[src/rtl/prb_pkg.sv]
package prb_pkg;
  typedef enum logic {
    FILL_IDLE = 1'b0,
    FILL_RUN  = 1'b1
  } fill_st_e;
endpackage

[src/rtl/prb_fill_seq.sv]
module prb_fill_seq
  import prb_pkg::*;
#(
  parameter int ADDR_W  = 16,
  parameter int ENTRIES = 4,
  parameter int WPB     = 4
) (
  input  logic                       clk,
  input  logic                       rst_n,
  input  logic                       start,
  input  logic [$clog2(ENTRIES)-1:0] start_entry,
  input  logic [ADDR_W-1:0]          start_addr,
  input  logic                       start_full,
  input  logic                       beat_valid,
  output logic                       active,
  output logic                       beat_fire,
  output logic                       last_beat,
  output logic [$clog2(WPB)-1:0]     beat_idx,
  output logic [$clog2(ENTRIES)-1:0] tgt_entry,
  output logic [ADDR_W-1:0]          fill_addr,
  output logic                       fill_full
);
  localparam int WB = $clog2(WPB);
  localparam int EB = $clog2(ENTRIES);

  fill_st_e          st_q, st_n;
  logic [EB-1:0]     tgt_q, tgt_n;
  logic [ADDR_W-1:0] addr_q, addr_n;
  logic              full_q, full_n;
  logic [WB-1:0]     idx_q, idx_n;

  assign active    = (st_q == FILL_RUN);
  assign beat_fire = active && beat_valid;
  assign last_beat = !full_q || (idx_q == WB'(WPB - 1));
  assign beat_idx  = idx_q;
  assign tgt_entry = tgt_q;
  assign fill_addr = addr_q;
  assign fill_full = full_q;

  always_comb begin
    st_n   = st_q;
    tgt_n  = tgt_q;
    addr_n = addr_q;
    full_n = full_q;
    idx_n  = idx_q;
    if (start) begin
      st_n   = FILL_RUN;
      tgt_n  = start_entry;
      full_n = start_full;
      addr_n = start_full ? {start_addr[ADDR_W-1:WB], {WB{1'b0}}} : start_addr;
      idx_n  = start_full ? '0 : start_addr[WB-1:0];
    end else if (beat_fire) begin
      if (last_beat) st_n = FILL_IDLE;
      else           idx_n = idx_q + 1'b1;
    end
  end

  always_ff @(posedge clk or negedge rst_n) begin
    if (!rst_n) begin
      st_q   <= FILL_IDLE;
      tgt_q  <= '0;
      addr_q <= '0;
      full_q <= 1'b0;
      idx_q  <= '0;
    end else begin
      st_q   <= st_n;
      tgt_q  <= tgt_n;
      addr_q <= addr_n;
      full_q <= full_n;
      idx_q  <= idx_n;
    end
  end
endmodule

[src/rtl/prb_entry.sv]
module prb_entry #(
  parameter int TAG_W  = 14,
  parameter int DATA_W = 32,
  parameter int WPB    = 4
) (
  input  logic                   clk,
  input  logic                   rst_n,
  input  logic                   clr,
  input  logic                   start,
  input  logic [TAG_W-1:0]       start_tag,
  input  logic                   we,
  input  logic [$clog2(WPB)-1:0] we_idx,
  input  logic [DATA_W-1:0]      we_data,
  input  logic                   we_err,
  input  logic                   done,
  output logic [TAG_W-1:0]       tag,
  output logic [WPB-1:0]         wv,
  output logic                   aborted,
  output logic                   busy,
  output logic [WPB*DATA_W-1:0]  data_flat
);
  logic [TAG_W-1:0]  tag_q, tag_n;
  logic [WPB-1:0]    wv_q, wv_n;
  logic              ab_q, ab_n;
  logic              busy_q, busy_n;
  logic [DATA_W-1:0] data_q [WPB];

  always_comb begin
    tag_n  = tag_q;
    wv_n   = wv_q;
    ab_n   = ab_q;
    busy_n = busy_q;
    if (clr) begin
      wv_n = '0;
      ab_n = 1'b0;
    end
    if (we) begin
      wv_n[we_idx] = 1'b1;
      ab_n         = ab_n | we_err;
    end
    if (done) busy_n = 1'b0;
    if (start) begin
      tag_n  = start_tag;
      wv_n   = '0;
      ab_n   = 1'b0;
      busy_n = 1'b1;
    end
  end

  always_ff @(posedge clk or negedge rst_n) begin
    if (!rst_n) begin
      tag_q  <= '0;
      wv_q   <= '0;
      ab_q   <= 1'b0;
      busy_q <= 1'b0;
    end else begin
      tag_q  <= tag_n;
      wv_q   <= wv_n;
      ab_q   <= ab_n;
      busy_q <= busy_n;
    end
  end

  always_ff @(posedge clk) begin
    if (we) data_q[we_idx] <= we_data;
  end

  for (genvar w = 0; w < WPB; w++) begin : g_flat
    assign data_flat[w*DATA_W +: DATA_W] = data_q[w];
  end

  assign tag     = tag_q;
  assign wv      = wv_q;
  assign aborted = ab_q;
  assign busy    = busy_q;
endmodule

[src/rtl/prb_lookup.sv]
module prb_lookup #(
  parameter int ADDR_W  = 16,
  parameter int DATA_W  = 32,
  parameter int ENTRIES = 4,
  parameter int WPB     = 4
) (
  input  logic [ADDR_W-1:0]                        ld_addr,
  input  logic [ENTRIES*(ADDR_W-$clog2(WPB))-1:0] tags_flat,
  input  logic [ENTRIES*WPB-1:0]                   wv_flat,
  input  logic [ENTRIES-1:0]                       ab_vec,
  input  logic [ENTRIES-1:0]                       busy_vec,
  input  logic [ENTRIES*WPB*DATA_W-1:0]            data_flat,
  output logic                                     stall,
  output logic                                     hit,
  output logic [WPB-1:0]                           words,
  output logic [DATA_W-1:0]                        data,
  output logic                                     abort
);
  localparam int WB    = $clog2(WPB);
  localparam int TAG_W = ADDR_W - WB;

  logic [TAG_W-1:0] ld_tag;
  logic [WB-1:0]    ld_word;
  assign ld_tag  = ld_addr[ADDR_W-1:WB];
  assign ld_word = ld_addr[WB-1:0];

  always_comb begin
    stall = 1'b0;
    hit   = 1'b0;
    words = '0;
    data  = '0;
    abort = 1'b0;
    for (int e = 0; e < ENTRIES; e++) begin
      if (tags_flat[e*TAG_W +: TAG_W] == ld_tag) begin
        stall = stall | busy_vec[e];
        words = words | wv_flat[e*WPB +: WPB];
        if (wv_flat[e*WPB + int'(ld_word)]) begin
          hit   = 1'b1;
          abort = abort | ab_vec[e];
          data  = data | data_flat[(e*WPB + int'(ld_word))*DATA_W +: DATA_W];
        end
      end
    end
  end
endmodule

[src/rtl/prb_ctrl.sv]
module prb_ctrl #(
  parameter int ADDR_W  = 16,
  parameter int DATA_W  = 32,
  parameter int ENTRIES = 4,
  parameter int WPB     = 4
) (
  input  logic                       clk,
  input  logic                       rst_n,
  input  logic                       alloc_valid,
  output logic                       alloc_ready,
  input  logic [$clog2(ENTRIES)-1:0] alloc_entry,
  input  logic [ADDR_W-1:0]          alloc_addr,
  input  logic                       alloc_full,
  input  logic                       alloc_fault,
  input  logic                       ld_valid,
  output logic                       ld_ready,
  input  logic [ADDR_W-1:0]          ld_addr,
  output logic                       ld_hit,
  output logic                       ld_miss,
  output logic [WPB-1:0]             ld_words,
  output logic [DATA_W-1:0]          ld_data,
  output logic                       ld_abort,
  output logic                       fill_req,
  output logic [ADDR_W-1:0]          fill_addr,
  output logic                       fill_full,
  input  logic                       beat_valid,
  output logic                       beat_ready,
  input  logic [DATA_W-1:0]          beat_data,
  input  logic                       beat_err,
  input  logic                       inv_one,
  input  logic [$clog2(ENTRIES)-1:0] inv_entry,
  input  logic                       inv_all,
  input  logic                       wr_valid,
  input  logic [ADDR_W-1:0]          wr_addr
);
  localparam int WB    = $clog2(WPB);
  localparam int EB    = $clog2(ENTRIES);
  localparam int TAG_W = ADDR_W - WB;

  logic                        fill_active, beat_fire, last_beat;
  logic [WB-1:0]               beat_idx;
  logic [EB-1:0]               tgt_entry;
  logic                        alloc_go;
  logic [TAG_W-1:0]            alloc_tag;
  logic [WPB-1:0]              alloc_mask;
  logic [ENTRIES*TAG_W-1:0]    e_tag_flat;
  logic [ENTRIES*WPB-1:0]      e_wv_flat;
  logic [ENTRIES*WPB*DATA_W-1:0] e_data_flat;
  logic [ENTRIES-1:0]          e_ab, e_busy;
  logic                        lk_stall, lk_hit, lk_abort;
  logic [WPB-1:0]              lk_words;
  logic [DATA_W-1:0]           lk_data;

  assign alloc_ready = !fill_active;
  assign alloc_go    = alloc_valid && alloc_ready && !alloc_fault;
  assign alloc_tag   = alloc_addr[ADDR_W-1:WB];
  assign alloc_mask  = alloc_full ? {WPB{1'b1}} : (WPB'(1) << alloc_addr[WB-1:0]);

  prb_fill_seq #(.ADDR_W(ADDR_W), .ENTRIES(ENTRIES), .WPB(WPB)) u_seq (
    .clk         (clk),
    .rst_n       (rst_n),
    .start       (alloc_go),
    .start_entry (alloc_entry),
    .start_addr  (alloc_addr),
    .start_full  (alloc_full),
    .beat_valid  (beat_valid),
    .active      (fill_active),
    .beat_fire   (beat_fire),
    .last_beat   (last_beat),
    .beat_idx    (beat_idx),
    .tgt_entry   (tgt_entry),
    .fill_addr   (fill_addr),
    .fill_full   (fill_full)
  );

  assign fill_req   = fill_active;
  assign beat_ready = fill_active;

  for (genvar e = 0; e < ENTRIES; e++) begin : g_ent
    logic is_tgt, evict, clr, start, we;
    assign is_tgt = (alloc_entry == EB'(e));
    assign evict  = alloc_go && !is_tgt
                    && (e_tag_flat[e*TAG_W +: TAG_W] == alloc_tag)
                    && |(e_wv_flat[e*WPB +: WPB] & alloc_mask);
    assign clr    = inv_all || (inv_one && inv_entry == EB'(e)) || evict;
    assign start  = alloc_go && is_tgt;
    assign we     = beat_fire && (tgt_entry == EB'(e));

    prb_entry #(.TAG_W(TAG_W), .DATA_W(DATA_W), .WPB(WPB)) u_ent (
      .clk       (clk),
      .rst_n     (rst_n),
      .clr       (clr),
      .start     (start),
      .start_tag (alloc_tag),
      .we        (we),
      .we_idx    (beat_idx),
      .we_data   (beat_data),
      .we_err    (beat_err),
      .done      (we && last_beat),
      .tag       (e_tag_flat[e*TAG_W +: TAG_W]),
      .wv        (e_wv_flat[e*WPB +: WPB]),
      .aborted   (e_ab[e]),
      .busy      (e_busy[e]),
      .data_flat (e_data_flat[e*WPB*DATA_W +: WPB*DATA_W])
    );
  end

  prb_lookup #(.ADDR_W(ADDR_W), .DATA_W(DATA_W), .ENTRIES(ENTRIES), .WPB(WPB)) u_lk (
    .ld_addr   (ld_addr),
    .tags_flat (e_tag_flat),
    .wv_flat   (e_wv_flat),
    .ab_vec    (e_ab),
    .busy_vec  (e_busy),
    .data_flat (e_data_flat),
    .stall     (lk_stall),
    .hit       (lk_hit),
    .words     (lk_words),
    .data      (lk_data),
    .abort     (lk_abort)
  );

  assign ld_ready = !lk_stall;
  assign ld_hit   = ld_valid && !lk_stall && lk_hit;
  assign ld_miss  = ld_valid && !lk_stall && !lk_hit;
  assign ld_abort = ld_hit && lk_abort;
  assign ld_data  = (ld_hit && !lk_abort) ? lk_data : '0;
  assign ld_words = (ld_valid && !lk_stall) ? lk_words : '0;
endmodule

[config.mk]
export PLATFORM = sky130hd
export DESIGN_NAME = prb_ctrl
export DESIGN_NICKNAME = d
export VERILOG_FILES = /design/src/rtl/prb_pkg.sv /design/src/rtl/prb_fill_seq.sv /design/src/rtl/prb_entry.sv /design/src/rtl/prb_lookup.sv /design/src/rtl/prb_ctrl.sv
export SDC_FILE = /design/constraint.sdc
export NUM_CORES = 1
export LEC_CHECK = 0
export BUFFER_PORTS_ARGS = -buffer_cell sky130_fd_sc_hd__buf_2
export CAP_MARGIN = 20
export CORE_AREA = 2 2 211 213
export CTS_CLUSTER_SIZE = 40
export DETAILED_ROUTE_END_ITERATION = 10
export DIE_AREA = 0 0 213 215
export MAX_ROUTING_LAYER = met4
export PLACE_DENSITY = 0.75
export SLEW_MARGIN = 10
export SYNTH_ARGS = -nofsm -noshare
export SYNTH_HDL_FRONTEND = slang
export SYNTH_SLANG_ARGS = --single-unit
[constraint.sdc]
create_clock -name clk -period 3.17 [get_ports clk]
set_input_delay 0.317 -clock clk [delete_from_list [all_inputs] [get_ports clk]]
set_output_delay 0.317 -clock clk [all_outputs]
set_load 0.03 [all_outputs]
==> summary.txt, run 1 <==
Status
  – Status: finished with violations
  – Failing checks: setup timing

Placement
  – Pre-CTS setup slack: 85.3 ps
  – Post-Place Cells: 2,192
  – Dpl hpwl: 38.2 mm
  – Placer Congestion: 0.930
  – Port Buf Inserts: 137
  – Placed cell area: 27,500 µm²

Pwr
  – Peak VDD IR: 432 µV
  – Sw Ratio: 0.258
  – Flop pwr share: 0.500
  – Cell area power density: 657 nW/µm²
  – Leakage: 0.0106 µW
  – Comb pwr share: 0.153
  – Cell-internal power: 14,900 µW
  – P_sw: 5190 µW
  – Clock group share of total power: 0.347

Synth
  – #FFs+latches synth: 614
  – Mean Syn Cell Area: 17.2 µm²
  – Post-synth EDFFs: 512
  – Synth Warn #: 0
  – Synth Instances: 1,499
  – Synth async-reset ratio: 0.166
  – Sequential area share after synthesis: 0.696
  – Synth unique cells: 53
  – Syn Nets: 1,598
  – Mapped Area: 25,800 µm²
  – Main synth FF type: edfxtp_1

Worst setup path
  – WP data required: 2850 ps
  – Slowest CP cell: dfrtp_1
  – CP Capture Type: output port
  – Worst stage delay on the critical path: 430 ps
  – CP Class: reg -> out
  – Critical Path Most Common Cell: buf_6
  – Critical-path maximum fanout: 9
  – CP cell instances: xnor2_2 > nand4_1 > nor4_4 > a22o_1 > o211ai_4 > buf_6 > buf_12 > a311oi_4 > buf_6
  – CP Launch Type: flip-flop
  – Worst path arrival time: 3090 ps

Floorplanning
  – Die W: 213 µm
  – Starting density of the core: 0.590
  – Core area: 43,600 µm²
  – Io pins: 155
  – Die area: 45,800 µm²
  – Die Ht: 215 µm
  – Std cell rows: 77

STA
  – Pins Over Slew Limit: 0
  – Min cycle time layout: 3400 ps
  – Crit share post-route: 1.07
  – Slew @ Worst Pin: 950 ps
  – Setup ws final: -232 ps
  – Relative slew slack: 0.367
  – Worst Clk Skew: 17.2 ps
  – Hold Vio Cnt, Final: 0
  – Fmax achieved: 294 MHz
  – RSZ-0062 raised after global routing: true
  – # setup viols final: 36

Layout
  – Area Growth Syn to Fin: 18.8%
  – Final #Nets: 1,804
  – Final instance count without filler cells: 2,351
  – Design area: 30,600 µm²
  – Layout cell share with drive strength beyond 1: 0.346
  – Commonest non-fill, non-tap cells in the layout: 512 x edfxtp_1, 145 x nand2_1, 133 x mux4_2
  – Commonest non-fill, non-tap cell in the layout: edfxtp_1

GRT
  – Antenna violations before repair: 6
  – Vias in the first global route: 15.0k
  – Total gr overflow: 0
  – Largest net degree at the start of global routing: 60
  – First-pass GRT wire length: 95.9 mm
  – Total GRT Usage: 0.299

Clock network
  – Clock sinks: 614
  – CTS tree: done
  – Longest Clk Path Bufs: 3
  – Worst-path clk slew: 60 ps
  – Clock Latency Late Sink: 620 ps
  – Num CTS Buffers: 59
  – CTS root buf: clkbuf_16
  – H-Tree Depth: 2

Routing
  – Via count: 15.0k
  – Vias per Instance: 6.39
  – Antenna viol nets, final: 0
  – Final wirelength: 66.5 mm
  – First-pass DRT Iterations: 5
  – Wire per inst: 28.3 µm
  – Drt drc: 0
  – 1st-iter DRT viols: 1,942

Job
  – Number of max-cap violations: 0

Worst hold path
  – Worst hold path class: in -> reg
what timing repair did:
action	CTS	global route
setup buffers	22	19
gates resized for setup	98	61
hold endpoints to repair	58	0
hold buffers	1	0
pin swaps	31	39
cloned	0	2
setup endpoints to repair	39	39
registers in the layout (all words and copies together) (netlist names):
register / flops
g_ent.u_ent.busy: 4
u_seq.fill_full: 1
u_seq.beat_idx: 2
g_ent.u_ent.data_q: 512
g_ent.u_ent.aborted: 4
g_ent.u_ent.wv: 16
g_ent.u_ent.tag: 56
u_seq.active: 1
u_seq.tgt_entry: 2
u_seq.fill_addr: 16
cell type report:
cell class	instances	area, µm²
Antenna cell	8	20.0
Inverter	8	30.0
Clock inverter	27	295
Sequential cell	614	17900
Tap cell	592	741
Multi-Input combinational cell	768	7800
Clock buffer	80	1620
Timing Repair Buffer	254	2150
Fill cell	2729	13100
power groups by stage:
stage          clock, µW  sequential [µW]  combinational, µW
2_1_floorplan          0            10200               1650
3_3_place_gp           0            10100               2640
3_5_place_dp           0            10200               2690
4_1_cts             7070            10000               2940
5_1_grt             7350            10100               3290
6_report            6990            10000               3080
layer usage:
layer  global-route usage  wire, µm
met5                    -         0
met2                0.484     33900
met4                0.109      2240
met1                0.390     24800
met3               0.0446      5600
critical path: cells and delay by family, from the launching register on:
family / cells / cell delay, ps
AND/OR/NAND/NOR: 2 / 590
AO/OA/AOI/OAI: 3 / 730
flip-flops: 1 / 430
XOR/XNOR: 1 / 210
buffers and inverters: 3 / 500
logic make-up after synthesis:
family,synth area share
buffers and inverters,0.0233
AND/OR/NAND/NOR,0.0674
adder cells (fa/ha/maj),0.00194
AO/OA/AOI/OAI,0.0434
XOR/XNOR,0.0384
flip-flops,0.696
multiplexers,0.129
through the flow:
step           hold WS, ps  setup TNS (ps)  total power (µW)  utilization
2_1_floorplan         21.4               0             11900            -
5_1_grt               41.6           -9490             20800        0.701
3_3_place_gp           455               0             12800        0.630
4_1_cts              0.907           -4750             20000        0.688
3_5_place_dp           458               0             12900        0.630
6_report              24.8           -5640             20100        0.701
path summary, 6_finish.rpt:
| path | to | cells after the start | slack (ps) | from |
|---|---|---|---|---|
| worst max-delay path | ld_data[8] | 9 | -230 | g_ent[3].u_ent.tag[6] |
| worst min-delay path | g_ent[2].u_ent.aborted | 3 | 20 | beat_err |
| worst max register to register | g_ent[2].u_ent.wv[0] | 7 | 670 | u_seq.active |
| worst min register to register | u_seq.fill_addr[7] | 2 | 470 | u_seq.fill_addr[7] |
| max in group asynchronous | g_ent[1].u_ent.tag[3] | 3 | 2070 | rst_n |
| min in group asynchronous | g_ent[2].u_ent.tag[6] | 2 | 350 | rst_n |
synth_stat cells (2+ instances only):
cell type  instances  area (µm²)
nor3_1             5        25.0
nor4_2             3        37.5
buf_2             46         230
ha_1               4        50.1
clkbuf_1          37         139
mux2i_1            2        20.0
o22ai_1            2        12.5
nor2b_1            4        25.0
nand4_1           22         138
buf_6              6        67.6
a22oi_1           12        90.1
a21oi_1           31         155
o31ai_1            2        15.0
dfrtp_1          102        2550
xor2_1            14         123
inv_1              7        26.3
a221oi_1           2        17.5
buf_4             14         105
nand2_1          146         548
a311oi_1           3        26.3
mux2_2            28         315
a311oi_2          29         435
and2_1            16         100
clkbuf_2           5        25.0
and3_1            32         200
or3_1              2        12.5
xnor2_1           99         867
nor2_1            27         101
mux4_2           133        3000
a21o_1             2        15.0
nor4_1            10        62.6
nand2b_1           7        43.8
o21ai_0            6        30.0
o2111ai_1          2        17.5
edfxtp_1         512       15400
nand3_1           75         375
a31oi_1           34         213
Power figures use the tool's default switching activity.
==> run 2, diff against run 1 <==
--- a/config.mk
+++ b/config.mk
@@ -7,12 +7,12 @@
 export LEC_CHECK = 0
 export BUFFER_PORTS_ARGS = -buffer_cell sky130_fd_sc_hd__buf_2
 export CAP_MARGIN = 20
-export CORE_AREA = 2 2 211 213
+export CORE_AREA = 2 2 220 222
 export CTS_CLUSTER_SIZE = 40
 export DETAILED_ROUTE_END_ITERATION = 10
-export DIE_AREA = 0 0 213 215
+export DIE_AREA = 0 0 222 224
 export MAX_ROUTING_LAYER = met4
-export PLACE_DENSITY = 0.75
+export PLACE_DENSITY = 0.72
 export SLEW_MARGIN = 10
 export SYNTH_ARGS = -nofsm -noshare
 export SYNTH_HDL_FRONTEND = slang
==> constraint.sdc (replaced) <==
create_clock -name clk -period 2.8 [get_ports clk]
set_input_delay 0.28 -clock clk [delete_from_list [all_inputs] [get_ports clk]]
set_output_delay 0.28 -clock clk [all_outputs]
set_load 0.03 [all_outputs]
==> run 2 against run 1 <==
  * The flow still finishes with violations (setup timing)
  * Combinational power is 18% higher
  * Sequential power increased by 13%
  * Global-route usage is 0.96 points lower
  * Clock-buffer cell count down 12
  * Register-to-register slack worse by 190 ps
  * Sequential share of layout area shrank 1.9 points
  * Clock power grew 19%
  * Worst setup slack worse by 410 ps
  * Die area is 8.6% higher
  * Critical path depth is 1 higher
  * Worst hold slack worse by 0.99 ps
  * First-iteration DRC count down 17%
  * Critical endpoint is now ld_data[17]
  * Highest routed layer unchanged
==> summary.txt, run 2 (synthesized netlist as in run 1, its figures left out) <==
Worst setup path
  – CP Capture Type: output port
  – RR Startpoint: g_ent[2].u_ent.tag[4]
  – R2R cell count: 7
  – CP cell instances: xnor2_1 > buf_4 > nand4_1 > nor4_4 > buf_4 > buf_12 > buf_12 > a31oi_2 > a311oi_2 > buf_4
  – Worst path arrival time: 3170 ps
  – CP Class: reg -> out
  – CP startpoint: g_ent[3].u_ent.tag[1]
  – WP data required: 2520 ps
  – Slowest CP cell: nor4_4
  – CP Launch Type: flip-flop
  – Critical Path Most Common Cell: buf_4
  – Worst stage delay on the critical path: 450 ps
  – Reg2reg setup slack: 480 ps
  – Critical-path maximum fanout: 8

STA
  – RSZ-0062 raised after global routing: true
  – Fmax achieved: 290 MHz
  – Relative slew slack: 0.393
  – Pins Over Slew Limit: 0
  – Hold Vio Cnt, Final: 0
  – Worst Clk Skew: 24.4 ps
  – # setup viols final: 39
  – Setup ws final: -645 ps
  – Slew @ Worst Pin: 910 ps
  – Crit share post-route: 1.23
  – Setup TNS: -20,880 ps
  – Min cycle time layout: 3450 ps

Placement
  – Dpl hpwl: 40.4 mm
  – Placed cell area: 28,000 µm²
  – Placer Congestion: 0.954
  – Post-Place Cells: 2,259
  – Port Buf Inserts: 137
  – Pre-CTS setup slack: -47.1 ps

Floorplanning
  – Die area: 49,700 µm²
  – Starting density of the core: 0.544
  – Die Ht: 224 µm
  – Std cell rows: 80
  – Io pins: 155
  – Die W: 222 µm
  – Core area: 47,300 µm²

Clock network
  – Worst-path clk slew: 70 ps
  – Clock sinks: 614
  – CTS root buf: clkbuf_16
  – Num CTS Buffers: 59
  – CTS tree: done
  – Clock Latency Late Sink: 630 ps
  – Longest Clk Path Bufs: 3
  – H-Tree Depth: 2

Routing
  – Wire per inst: 28.5 µm
  – Vias per Instance: 6.27
  – 1st-iter DRT viols: 1,613
  – Via count: 15.3k
  – Antenna viol nets, final: 0
  – Final wirelength: 69.4 mm
  – Drt drc: 0
  – First-pass DRT Iterations: 5

Layout
  – Commonest non-fill, non-tap cells in the layout: 512 x edfxtp_1, 145 x nand2_1, 133 x mux4_2
  – Final #Nets: 1,874
  – FILL cells: 3,039
  – Multi-input logic area: 7780 µm²
  – Layout cell share with drive strength beyond 1: 0.363
  – Final instance count without filler cells: 2,439
  – Biggest register: g_ent.u_ent.data_q
  – Largest register FFs: 512
  – Area Growth Syn to Fin: 22.8%
  – Design area: 31,600 µm²
  – Commonest non-fill, non-tap cell in the layout: edfxtp_1
  – Register area: 17,900 µm²

Status
  – Failing checks: setup timing
  – Status: finished with violations

Job
  – Number of max-cap violations: 0

GRT
  – Vias in the first global route: 15.7k
  – Antenna violations before repair: 5
  – Total GRT Usage: 0.290
  – Total gr overflow: 0
  – Largest net degree at the start of global routing: 67
  – First-pass GRT wire length: 102 mm

Pwr
  – Power, Total: 23,200 µW
  – Leakage: 0.0110 µW
  – Cell area power density: 735 nW/µm²
  – Peak VDD IR: 511 µV

Worst hold path
  – HP Start: beat_data[24]
  – WHS Path Cells: 1
  – Worst hold path class: in -> reg
==> run 2: path summary, 6_finish.rpt <==
path                                                end
min in group asynchronous            u_seq.fill_addr[6]
hold / removal             g_ent[0].u_ent.data_q[2][24]
setup reg to reg                 g_ent[2].u_ent.aborted
max in group asynchronous          g_ent[1].u_ent.wv[3]
setup / recovery                            ld_data[17]
hold reg to reg                      u_seq.fill_addr[9]
==> run 2: layer usage <==
metal  routed length, µm  track usage
met1               26700        0.380
met2               34600        0.467
met3                5860       0.0467
met4                2230        0.100
met5                   0            -
==> run 2: where the power goes <==
group / total, µW / internal (µW) / switching, µW
Sequential: 11300 / 10700 / 589
Combinational: 3640 / 1630 / 2010
Clock: 8300 / 4910 / 3380
Total: 23200 / 17300 / 5980
==> run 2: timing repair <==
| action | in CTS | in global routing |
|---|---|---|
| hold buffers | 15 | 0 |
| pin swaps | 50 | 26 |
| endpoints found under the hold margin | 74 | 0 |
| setup buffers | 40 | 16 |
| endpoints found under the setup margin | 40 | 40 |
| cloned | 7 | 1 |
| gates resized for setup | 106 | 69 |
==> run 2: worst max-delay path: cells and delay by family, from the launching register on <==
family,cells,cell delay (ps)
compound gates,2,490
simple gates,2,660
flops,1,390
xor+xnor,1,130
buf+inv,5,870
==> run 2: per-stage QoR <==
stage,utilization,hold WS [ps]
after floorplan,-,-15.6
after global placement,0.592,277
final,0.668,23.8
after global routing,0.668,22.4
after CTS,0.658,0.827
after detailed placement,0.592,279
==> run 2: cell type report <==
type                    instances  share of cell area
diodes                          5            0.000396
clock buffers                  68              0.0484
clock inverters                37              0.0152
inverters                       8            0.000950
multi-input cells             768               0.246
flip-flops and latches        614               0.567
well taps                     615              0.0243
repair buffers                324              0.0977
